<file path="config.mk">
export PLATFORM = sky130hd
export DESIGN_NAME = ov_debounce_top
export DESIGN_NICKNAME = d
export VERILOG_FILES = /design/src/rtl/ovd_pkg.sv /design/src/rtl/ovd_cell_eval.sv /design/src/rtl/ovd_streak_counter.sv /design/src/rtl/ovd_state_ctrl.sv /design/src/rtl/ov_debounce_top.sv
export SDC_FILE = /design/constraint.sdc
export NUM_CORES = 1
export LEC_CHECK = 0
export ABC_AREA = 1
export BUFFER_PORTS_ARGS = -buffer_cell sky130_fd_sc_hd__buf_2
export CORE_ASPECT_RATIO = 0.9
export CORE_MARGIN = 3
export CORE_UTILIZATION = 42
export CTS_CLUSTER_DIAMETER = 40
export DETAILED_ROUTE_END_ITERATION = 8
export PLACE_DENSITY_LB_ADDON = 0.1
export SLEW_MARGIN = 20
export SYNTH_ARGS = -nofsm -noshare
export SYNTH_HDL_FRONTEND = slang
export SYNTH_SLANG_ARGS = --single-unit
</file>
<file path="constraint.sdc">
create_clock -name clk -period 1.6 [get_ports clk]
set_clock_uncertainty 0.15 [all_clocks]
set_input_delay 0.16 -clock clk [delete_from_list [all_inputs] [get_ports clk]]
set_output_delay 0.16 -clock clk [all_outputs]
set_load 0.02 [all_outputs]
</file>
<file path="src/rtl/ovd_pkg.sv">
package ovd_pkg;

    typedef enum logic {
        ST_NORMAL = 1'b0,
        ST_OVER   = 1'b1
    } ovd_state_e;

    typedef struct packed {
        logic hit;
        logic released;
    } ovd_eval_t;

    typedef struct packed {
        logic advance;
        logic gap;
        logic clear;
    } ovd_cnt_cmd_t;

    function automatic int unsigned sat_limit(input int unsigned val,
                                              input int unsigned lim);
        return (val > lim) ? lim : val;
    endfunction

endpackage

</file>
<file path="src/rtl/ovd_cell_eval.sv">
module ovd_cell_eval
    import ovd_pkg::*;
#(
    parameter int NCELL = 5
) (
    input  logic [NCELL-1:0] cell_en,
    input  logic [NCELL-1:0] cell_over,
    input  logic [NCELL-1:0] cell_below_rel,
    output ovd_eval_t        eval
);
    logic [NCELL-1:0] over_m;
    logic [NCELL-1:0] rel_ok;

    for (genvar i = 0; i < NCELL; i++) begin : g_cell
        assign over_m[i] = cell_en[i] & cell_over[i];
        assign rel_ok[i] = ~cell_en[i] | cell_below_rel[i];
    end

    always_comb begin
        eval.hit      = |over_m;
        eval.released = &rel_ok;
    end
endmodule

</file>
<file path="src/rtl/ovd_streak_counter.sv">
module ovd_streak_counter
    import ovd_pkg::*;
#(
    parameter int DLY_W = 4
) (
    input  logic             clk,
    input  logic             rst,
    input  ovd_cnt_cmd_t     cmd,
    output logic [DLY_W-1:0] count
);
    logic gap_seen;

    always_ff @(posedge clk) begin
        if (rst) begin
            count    <= '0;
            gap_seen <= 1'b0;
        end else if (cmd.clear) begin
            count    <= '0;
            gap_seen <= 1'b0;
        end else if (cmd.advance) begin
            count    <= count + 1'b1;
            gap_seen <= 1'b0;
        end else if (cmd.gap) begin
            if (gap_seen) begin
                count    <= '0;
                gap_seen <= 1'b0;
            end else begin
                gap_seen <= 1'b1;
            end
        end
    end
endmodule

</file>
<file path="src/rtl/ovd_state_ctrl.sv">
module ovd_state_ctrl
    import ovd_pkg::*;
#(
    parameter int DLY_W     = 4,
    parameter int MAX_DELAY = 14
) (
    input  logic             clk,
    input  logic             rst,
    input  logic             stb,
    input  ovd_eval_t        eval,
    input  logic [DLY_W-1:0] delay_cfg,
    input  logic [DLY_W-1:0] count,
    output ovd_cnt_cmd_t     cmd,
    output ovd_state_e       state
);
    localparam logic [DLY_W-1:0] MAX_D = DLY_W'(MAX_DELAY);

    logic [DLY_W-1:0] eff_delay;
    logic             declare;
    logic             release_now;

    always_comb begin
        eff_delay   = (delay_cfg > MAX_D) ? MAX_D : delay_cfg;
        declare     = stb && (state == ST_NORMAL) && eval.hit && (count >= eff_delay);
        release_now = stb && (state == ST_OVER) && eval.released;
        cmd.clear   = declare || (stb && (state == ST_OVER));
        cmd.advance = stb && (state == ST_NORMAL) && eval.hit && !declare;
        cmd.gap     = stb && (state == ST_NORMAL) && !eval.hit;
    end

    always_ff @(posedge clk) begin
        if (rst) begin
            state <= ST_NORMAL;
        end else if (declare) begin
            state <= ST_OVER;
        end else if (release_now) begin
            state <= ST_NORMAL;
        end
    end
endmodule

</file>
<file path="src/rtl/ov_debounce_top.sv">
module ov_debounce_top
    import ovd_pkg::*;
#(
    parameter int NCELL     = 5,
    parameter int MAX_DELAY = 14,
    parameter int DLY_W     = $clog2(MAX_DELAY + 1)
) (
    input  logic             clk,
    input  logic             rst,
    input  logic             sample_stb,
    input  logic [NCELL-1:0] cell_en,
    input  logic [NCELL-1:0] cell_over,
    input  logic [NCELL-1:0] cell_below_rel,
    input  logic [DLY_W-1:0] delay_cfg,
    output logic             ov_flag,
    output logic             dly_active
);
    ovd_eval_t        eval;
    ovd_cnt_cmd_t     cmd;
    ovd_state_e       state;
    logic [DLY_W-1:0] count;

    ovd_cell_eval #(.NCELL(NCELL)) u_eval (
        .cell_en        (cell_en),
        .cell_over      (cell_over),
        .cell_below_rel (cell_below_rel),
        .eval           (eval)
    );

    ovd_state_ctrl #(.DLY_W(DLY_W), .MAX_DELAY(MAX_DELAY)) u_ctrl (
        .clk       (clk),
        .rst       (rst),
        .stb       (sample_stb),
        .eval      (eval),
        .delay_cfg (delay_cfg),
        .count     (count),
        .cmd       (cmd),
        .state     (state)
    );

    ovd_streak_counter #(.DLY_W(DLY_W)) u_cnt (
        .clk   (clk),
        .rst   (rst),
        .cmd   (cmd),
        .count (count)
    );

    assign ov_flag    = (state == ST_OVER);
    assign dly_active = (state == ST_NORMAL) && (count != '0);
endmodule

</file>
# Yosys cells after proc, flatten, opt, wreduce, memory -nomap -nowiden
# Cells that the tools add are included.
# word_totals
regBits	6
out_inout_bits	2
wordCells	49
# op_classes
n_addsub	1
n_reduce_logical	20
mux	7
n_lt_le_gt_ge	2
n_bitwise	16
# op_table
op	n
$mux 4	4
$logic_and 1x1->1	8
$not 1->1	6
$reduce_bool 2->1	3
$and 1x1->1	5
$or 1x1->1	5
$reduce_and 5->1	1
$reduce_or 5->1	1
$add 4x1->4 const B	1
$ge 4x4->1	1
$gt 4x4->1 const B	1
$reduce_bool 4->1	1
$mux 1	3
$reduce_or 3->1	1
$logic_not 1->1	2
$reduce_and 2->1	1
$reduce_or 2->1	1
$logic_or 1x1->1	1

# Longest topological paths before layout
# Gate-level depths: netlist of run 1.
# logic_depth
word_depth	8
mapped_depth	14
mapped_depth_nobuf	14

# Hierarchy
# From an unflattened synthesis of run 1, not the netlist that was laid out.
# hier_totals
hier_cells	87
hier_area_um2	528.0
# modules_own_cells
mod	seq_area_each_um2	area_per_inst_um2	cells_each	instances
ovd_streak_counter	100.1	232.7	31	1
ovd_state_ctrl	20.0	201.4	32	1
ovd_cell_eval	0.0	81.3	21	1
ov_debounce_top	0.0	12.5	3	1

# Worst setup path before layout of run 1
# No wires, ideal clock.
# synth_path
path_type	in2reg
start	in delay_cfg[2]
end	reg u_cnt.count[1]
path_slack_ns	0.021
n_path_buf	0
setup_ns	0.113
arrival_ns	1.315
stages	10
cell_sequence	inv_1 -> o31ai_1 -> inv_1 -> ha_1 -> nand4_1 -> nand3_4 -> nor2_4 -> nor2_4 -> nand3_1 -> nand2_1
# synth_between
elab_chain_len	8
elab_cells_between_ends	12
classes_between	2 x order compare; 2 x mux; 8 x reduce/logical
# synth_rtl
item	line	text
start, declared	ov_debounce_top.sv:14	input logic [DLY_W-1:0] delay_cfg,
$gt 4x4->1	ovd_state_ctrl.sv:23	eff_delay = (delay_cfg > MAX_D) ? MAX_D : delay_cfg;
$mux 4 (*)	ovd_state_ctrl.sv:23	
$ge 4x4->1 (*)	ovd_state_ctrl.sv:24	declare = stb && (state == ST_NORMAL) && eval.hit && (count >= eff_delay);
$logic_and 1x1->1 (*)	ovd_state_ctrl.sv:24	
$logic_not 1->1	ovd_state_ctrl.sv:27	cmd.advance = stb && (state == ST_NORMAL) && eval.hit && !declare;
$logic_and 1x1->1	ovd_state_ctrl.sv:27	
$reduce_bool 2->1 (no source line)	-	
$reduce_and 2->1 (no source line)	-	
end signal, assigned	ovd_streak_counter.sv:21	count <= count + 1'b1;
end, declared	ovd_streak_counter.sv:9	output logic [DLY_W-1:0] count
# Every way passes the cells marked *; elsewhere a longest branch is shown, timed or not.
# A chain may end at the register's enable or synchronous reset.

# Worst setup path in the final report of run 1
# layout_path
start	in delay_cfg[1]
end	reg u_cnt.gap_seen
# layout_between
elab_chain_len	7
elab_cells_between_ends	8
classes_between	2 x order compare; 1 x mux; 5 x reduce/logical
# layout_rtl
item	line	text
$gt 4x4->1	ovd_state_ctrl.sv:23	
$mux 4 (*)	ovd_state_ctrl.sv:23	
$ge 4x4->1 (*)	ovd_state_ctrl.sv:24	
$logic_and 1x1->1 (*)	ovd_state_ctrl.sv:24	
$logic_not 1->1	ovd_state_ctrl.sv:27	
$logic_and 1x1->1	ovd_state_ctrl.sv:27	
$reduce_or 3->1 (no source line) (*)	-	
end signal, assigned	ovd_streak_counter.sv:22	gap_seen <= 1'b0;
end signal, assigned	ovd_streak_counter.sv:26	gap_seen <= 1'b0;
end signal, assigned	ovd_streak_counter.sv:28	gap_seen <= 1'b1;
end, declared	ovd_streak_counter.sv:11	logic gap_seen;
# Marked as above.

==> flow_summary.json, run 1 <==
{
  "status": "finished clean",
  "worstPathCellList": "buf_2 > inv_2 > o31ai_1 > inv_1 > ha_4 > inv_1 > nand2_1 > nand2_1 > nand2_2 > nand3_4 > nor2_4 > nor2_4 > nand2_1 > nor2_1",
  "drt_pass1_iterations": 4,
  "cp_max_fo": 4,
  "dr.first_iter.drc_count": 8,
  "total_leakage_power_nw": 0.513,
  "fin_util_pct": 71.2,
  "antenna_found_initial": 0,
  "worstHoldStart": "cell_en[0]",
  "syn-cell-area_sq_um": 644,
  "num_vias": 706,
  "slew_headroom_pct": 81.1,
  "rows": 12,
  "gr-usage-all-layers_pct": 17.0,
  "cts_buffer_depth": 2,
  "ys_seq_area_share_pct": 18.6,
  "crit_top_cell": "nand2_1",
  "area_delta_synth_final_pct": 47.6,
  "finalNetCount": 161,
  "rsz0062_at_grt": "yes",
  "fin_crit_sh_pct": 99.5,
  "synth_area_leader_cell": "dfxtp_1",
  "cap_violations": 0,
  "critPathKind": "in -> reg",
  "power_density_mw_per_mm2": 564,
  "core-area_sq_mm": 0.00134,
  "startpoint": "delay_cfg[1]",
  "clkTransAtPathRegs_ns": 0.04,
  "cts_tree": "built",
  "hold_violations": 0,
  "numPortBuffers": 23,
  "die_h_microns": 43.2,
  "dp.cells": 141,
  "startpoint_type": "input port",
  "drc": 0,
  "crit_path_end_kind": "register",
  "cp_slowest_cell": "o31ai_1",
  "grt_max_degree": 6,
  "synth_warnings": 0,
  "clock.fmax_mhz": 628,
  "tightestPinTransition_ns": 0.281,
  "drv_slew": 0,
  "finalWirelength_microns": 1750,
  "irDropWorstVdd_mv": 0.444,
  "via_per_inst": 4.87,
  "postCtsSetupRepairBufs": 0,
  "first_global_vias": 678,
  "period_minus_slack_ns": 1.59,
  "mostFrequentLayoutCell": "buf_2",
  "final_cell_count_no_fill": 145,
  "cts-htree-levels": 1,
  "fill_cells": 118,
  "synth_fp_nets": 124,
  "cts-root-buf": "clkbuf_4",
  "clkLatencyLatePin_ns": 0.25,
  "drt-wirelength-per-cell_microns": 12.1,
  "crit_arrival_ns": 1.63,
  "grt_pass1_wl_microns": 2490,
  "slowest_delay_ns": 0.30,
  "ys_types": 20,
  "hpwl_microns": 1260,
  "r2r_start": "u_cnt.count[3]",
  "cts_made_buffers": 3,
  "avgSynthCellArea_sq_um": 6.71,
  "ys_seq_elements": 6,
  "final_cell_mix": "buf_2, nand2_1, inv_1, buf_4, nor2_1",
  "clock-sinks": 6,
  "required_ns": 1.64,
  "ant_nets": 0,
  "overflow": 0,
  "synthTopCellsByArea": "dfxtp_1, nand2_1, ha_1",
  "dieArea_sq_mm": 0.00204,
  "gp_congestion": 0.846,
  "pin_count": 24,
  "initial_utilization_pct": 48.2,
  "num_antenna_cells": 0,
  "hold_path_class": "in -> reg",
  "holdWs_ns": 0.170,
  "fp.dieW_microns": 47.3,
  "drive_above_1_share_pct": 51.1,
  "netlist.area_leader.share_pct": 18.6,
  "syn_inst": 96,
  "setup_viol": 0
}
[power by group]
group	switching (W)	internal, W
Sequential	0.00000787	0.000158
Combinational	0.000125	0.000102
Clock	0.0000589	0.0000851
[repair_timing]
action	in CTS	in global routing
gates cloned	0	0
pin swaps	3	11
endpoints found under the hold margin	1	0
resized for setup	1	16
setup endpoints to repair	5	6
hold buffers	1	0
[cell usage after synthesis]
| cell type | number |
|---|---|
| nand2_1 | 21 |
| nand3_2 | 1 |
| nor2_4 | 5 |
| a21oi_2 | 3 |
| nand4_1 | 1 |
| nand3_1 | 7 |
| nand3_4 | 1 |
| xor2_1 | 1 |
| xnor2_1 | 1 |
| inv_1 | 20 |
| nand2_2 | 4 |
| dfxtp_1 | 6 |
| o31ai_1 | 1 |
| a21oi_1 | 3 |
| inv_2 | 3 |
| a21oi_4 | 1 |
| o22ai_1 | 2 |
| nor2_1 | 8 |
| ha_1 | 6 |
| o21ai_2 | 1 |
[worst paths after layout]
path | to | slack [ns] | cells after the start
min reg2reg | u_cnt.gap_seen | 0.41 | 4
max | u_cnt.gap_seen | 0.008 | 14
min | u_ctrl.state | 0.17 | 5
max reg2reg | u_cnt.count[0] | 0.04 | 9
[state kept, by name, indices dropped and copies added (netlist names)]
signal,count
u_ctrl.state,1
u_cnt.gap_seen,1
u_cnt.count,4
[worst max-delay path: cells and delay by family]
kind | cells | cell delay (ns)
adder cells (fa/ha/maj) | 1 | 0.17
buffers and inverters | 4 | 0.29
AND/OR/NAND/NOR | 8 | 0.70
AO/OA/AOI/OAI | 1 | 0.30
[per-stage QoR]
step,worst slack [ns],TNS (ns),cell area [sq um],power (W)
final,0.00791,0,951,0.000536
after global routing,-0.115,-0.410,951,0.000575
after CTS,0.00960,0,882,0.000516
after detailed placement,-0.155,-0.748,837,0.000365
after global placement,-0.122,-0.566,837,0.000359
after floorplan,0.0214,0,644,0.000292
[metal layers]
| metal | up-vias | track usage (%) | wire length (microns) |
|---|---|---|---|
| li1 | 368 | - | - |
| met1 | 306 | 19.8 | 697 |
| met2 | 23 | 28.6 | 942 |
| met3 | 9 | 2.54 | 66 |
| met4 | 0 | 8.29 | 45 |
| met5 | - | 0 | 0 |
[cell families after synthesis]
logic type                 share of synthesized area [%]
xor gates and xnor gates                            2.72
adders and majority gates                           11.7
AOI/OAI and AO/OA                                   13.4
and+or+nand+nor                                     40.2
DFF                                                 18.6
buffers and inverters                               13.4
[final cells by class]
| cell class | count | area [sq um] | area share [%] |
|---|---|---|---|
| clock buffers | 3 | 22.5 | 2.37 |
| inverters | 23 | 86.3 | 9.08 |
| multi-input cells | 67 | 509 | 53.6 |
| flip-flops and latches | 6 | 128 | 13.4 |
| well taps | 14 | 17.5 | 1.84 |
| repair buffers | 32 | 188 | 19.7 |
(Power assumes the default switching activity.)
==> run 2, diff against run 1 <==
--- a/config.mk
+++ b/config.mk
@@ -12,7 +12,7 @@
 export CORE_UTILIZATION = 42
 export CTS_CLUSTER_DIAMETER = 40
 export DETAILED_ROUTE_END_ITERATION = 8
-export PLACE_DENSITY_LB_ADDON = 0.1
+export PLACE_DENSITY_LB_ADDON = 0.15
 export SLEW_MARGIN = 20
 export SYNTH_ARGS = -nofsm -noshare
 export SYNTH_HDL_FRONTEND = slang
==> flow_summary.json, run 2 (synthesis results as in run 1) <==
{
  "drv_slew": 0,
  "finalNetCount": 161,
  "p_sw_share_pct": 34.3,
  "dp.cells": 141,
  "hold_path_class": "in -> reg",
  "power.internal_w": 0.000345,
  "final_cell_count_no_fill": 145,
  "drt_pass1_iterations": 4,
  "required_ns": 1.29,
  "fin_crit_sh_pct": 97.8,
  "ant_nets": 0,
  "period_minus_slack_ns": 1.56,
  "crit_path_end_kind": "output port",
  "postCtsSetupRepairBufs": 0,
  "rsz0062_at_grt": "yes",
  "mostFrequentLayoutCell": "buf_2",
  "fill_cells": 113,
  "gr-usage-all-layers_pct": 13.3,
  "slowest_delay_ns": 0.32,
  "via_per_inst": 4.63,
  "clkTransAtPathRegs_ns": 0.05,
  "cts_buffer_depth": 2,
  "setup_ws_ns": 0.0351,
  "rows": 12,
  "p_total_w": 0.000526,
  "pin_count": 24,
  "regToRegSetupSlack_ns": 0.07,
  "cp_top_family": "buffers and inverters",
  "cts_made_buffers": 3,
  "die_h_microns": 43.2,
  "first_global_vias": 580,
  "fin_util_pct": 70.6,
  "area_delta_synth_final_pct": 46.4,
  "core-area_sq_mm": 0.00134,
  "power_density_mw_per_mm2": 557,
  "p_clk_share_pct": 26.1,
  "clock-sinks": 6,
  "holdPathEnd": "u_ctrl.state",
  "power_frac_comb_pct": 42.0,
  "hold_depth": 5,
  "antenna_found_initial": 0,
  "total_leakage_power_nw": 0.512,
  "finalWirelength_microns": 1480,
  "slew_headroom_pct": 84.0,
  "p_sw_w": 0.000180,
  "hold_violations": 0,
  "pwr-share-seq_pct": 31.8,
  "dieArea_sq_mm": 0.00204,
  "numPortBuffers": 23,
  "clkLatencyLatePin_ns": 0.24,
  "cts-root-buf": "clkbuf_4",
  "ff2ff_path_depth": 9,
  "largest_register_ffs": 4,
  "cts_tree": "built",
  "r2r_start": "u_cnt.count[1]",
  "startpoint_type": "register",
  "gp_congestion": 0.805,
  "worstPathCellList": "inv_2 > buf_4 > ha_1 > a21oi_2 > buf_4",
  "cp_max_fo": 3,
  "status": "finished clean",
  "final_cell_mix": "buf_2, nand2_1, inv_1, buf_4, nor2_1",
  "top_regs": "u_cnt.count x4, u_cnt.gap_seen x1, u_ctrl.state x1",
  "drc": 0,
  "cts-htree-levels": 1,
  "drive_above_1_share_pct": 48.9,
  "tightestPinTransition_ns": 0.240,
  "clock.fmax_mhz": 639,
  "cp_slowest_cell": "dfxtp_2",
  "crit_arrival_ns": 1.25,
  "setup_viol": 0,
  "worst-path-buf-inv": 3,
  "place_ws_ns": -0.177,
  "worstHoldStart": "cell_en[0]",
  "overflow": 0,
  "drt-wirelength-per-cell_microns": 10.2,
  "hpwl_microns": 1210,
  "fp.dieW_microns": 47.3,
  "irDropWorstVdd_mv": 0.556,
  "cap_violations": 0,
  "reg2reg_to": "u_cnt.count[1]",
  "largest_register": "u_cnt.count",
  "holdWs_ns": 0.173,
  "grt_max_degree": 6,
  "dr.first_iter.drc_count": 2,
  "num_vias": 672,
  "initial_utilization_pct": 48.2,
  "critPathKind": "reg -> out",
  "num_antenna_cells": 0,
  "crit_top_cell": "buf_4",
  "grt_pass1_wl_microns": 2040
}
[run 2: cell counts in the layout (fill, tap and decap cells not counted)]
Identical to the previous run, type by type.
[run 2: final cells by class]
class	instances	area [sq um]	share of cell area [%]
timing repair buffer	32	188	19.9
multi-input combinational	67	504	53.4
tap	14	17.5	1.86
clock buffer	3	22.5	2.39
sequential	6	125	13.3
inverter	23	86.3	9.15
[run 2: power by group through the flow]
| stage | Clock [W] | Sequential (W) | Combinational [W] |
|---|---|---|---|
| 2_1_floorplan | 0 | 0.000169 | 0.000123 |
| 4_1_cts | 0.000139 | 0.000164 | 0.000210 |
| 6_report | 0.000137 | 0.000167 | 0.000221 |
| 3_3_place_gp | 0 | 0.000167 | 0.000193 |
| 5_1_grt | 0.000152 | 0.000167 | 0.000247 |
| 3_5_place_dp | 0 | 0.000167 | 0.000200 |
[run 2: worst max path at each step]
stage | start | end | slack (ns) | depth (start not counted)
6_report | u_cnt.count[0] | dly_active | 0.04 | 5
5_1_grt | delay_cfg[1] | u_cnt.gap_seen | -0.06 | 11
4_1_cts | u_cnt.count[0] | u_cnt.count[1] | 0.001 | 8
3_5_place_dp | delay_cfg[2] | u_cnt.count[0] | -0.18 | 11
3_3_place_gp | delay_cfg[2] | u_cnt.count[3] | -0.13 | 10
2_1_floorplan | delay_cfg[2] | u_cnt.count[1] | 0.02 | 10
[run 2: timing repair]
action                                  4_1_cts  5_1_grt
endpoints found under the setup margin        6        6
pin swaps                                     3        8
resized for setup                             3       10
hold buffers                                  1        0
hold endpoints to repair                      1        0
cloned                                        0        0
[run 2: per-layer routing]
layer	global-route usage, %	up-vias	wire [microns]
met5	0	-	0
met4	3.87	0	9
met3	2.54	2	69
met2	23.8	16	765
met1	15.2	288	635
li1	-	366	-
[run 2: tightest hold or removal path: cells and delay by family]
kind,cells,cell delay [ns]
and+or+nand+nor,2,0.11
buffers and inverters,1,0.08
AOI/OAI and AO/OA,2,0.16
[run 2: per-stage QoR]
stage / cell area (sq um) / setup TNS [ns]
after floorplan: 644 / 0
after global placement: 837 / -0.602
after detailed placement: 837 / -0.854
after CTS: 888 / 0
after global routing: 943 / -0.223
final: 943 / 0
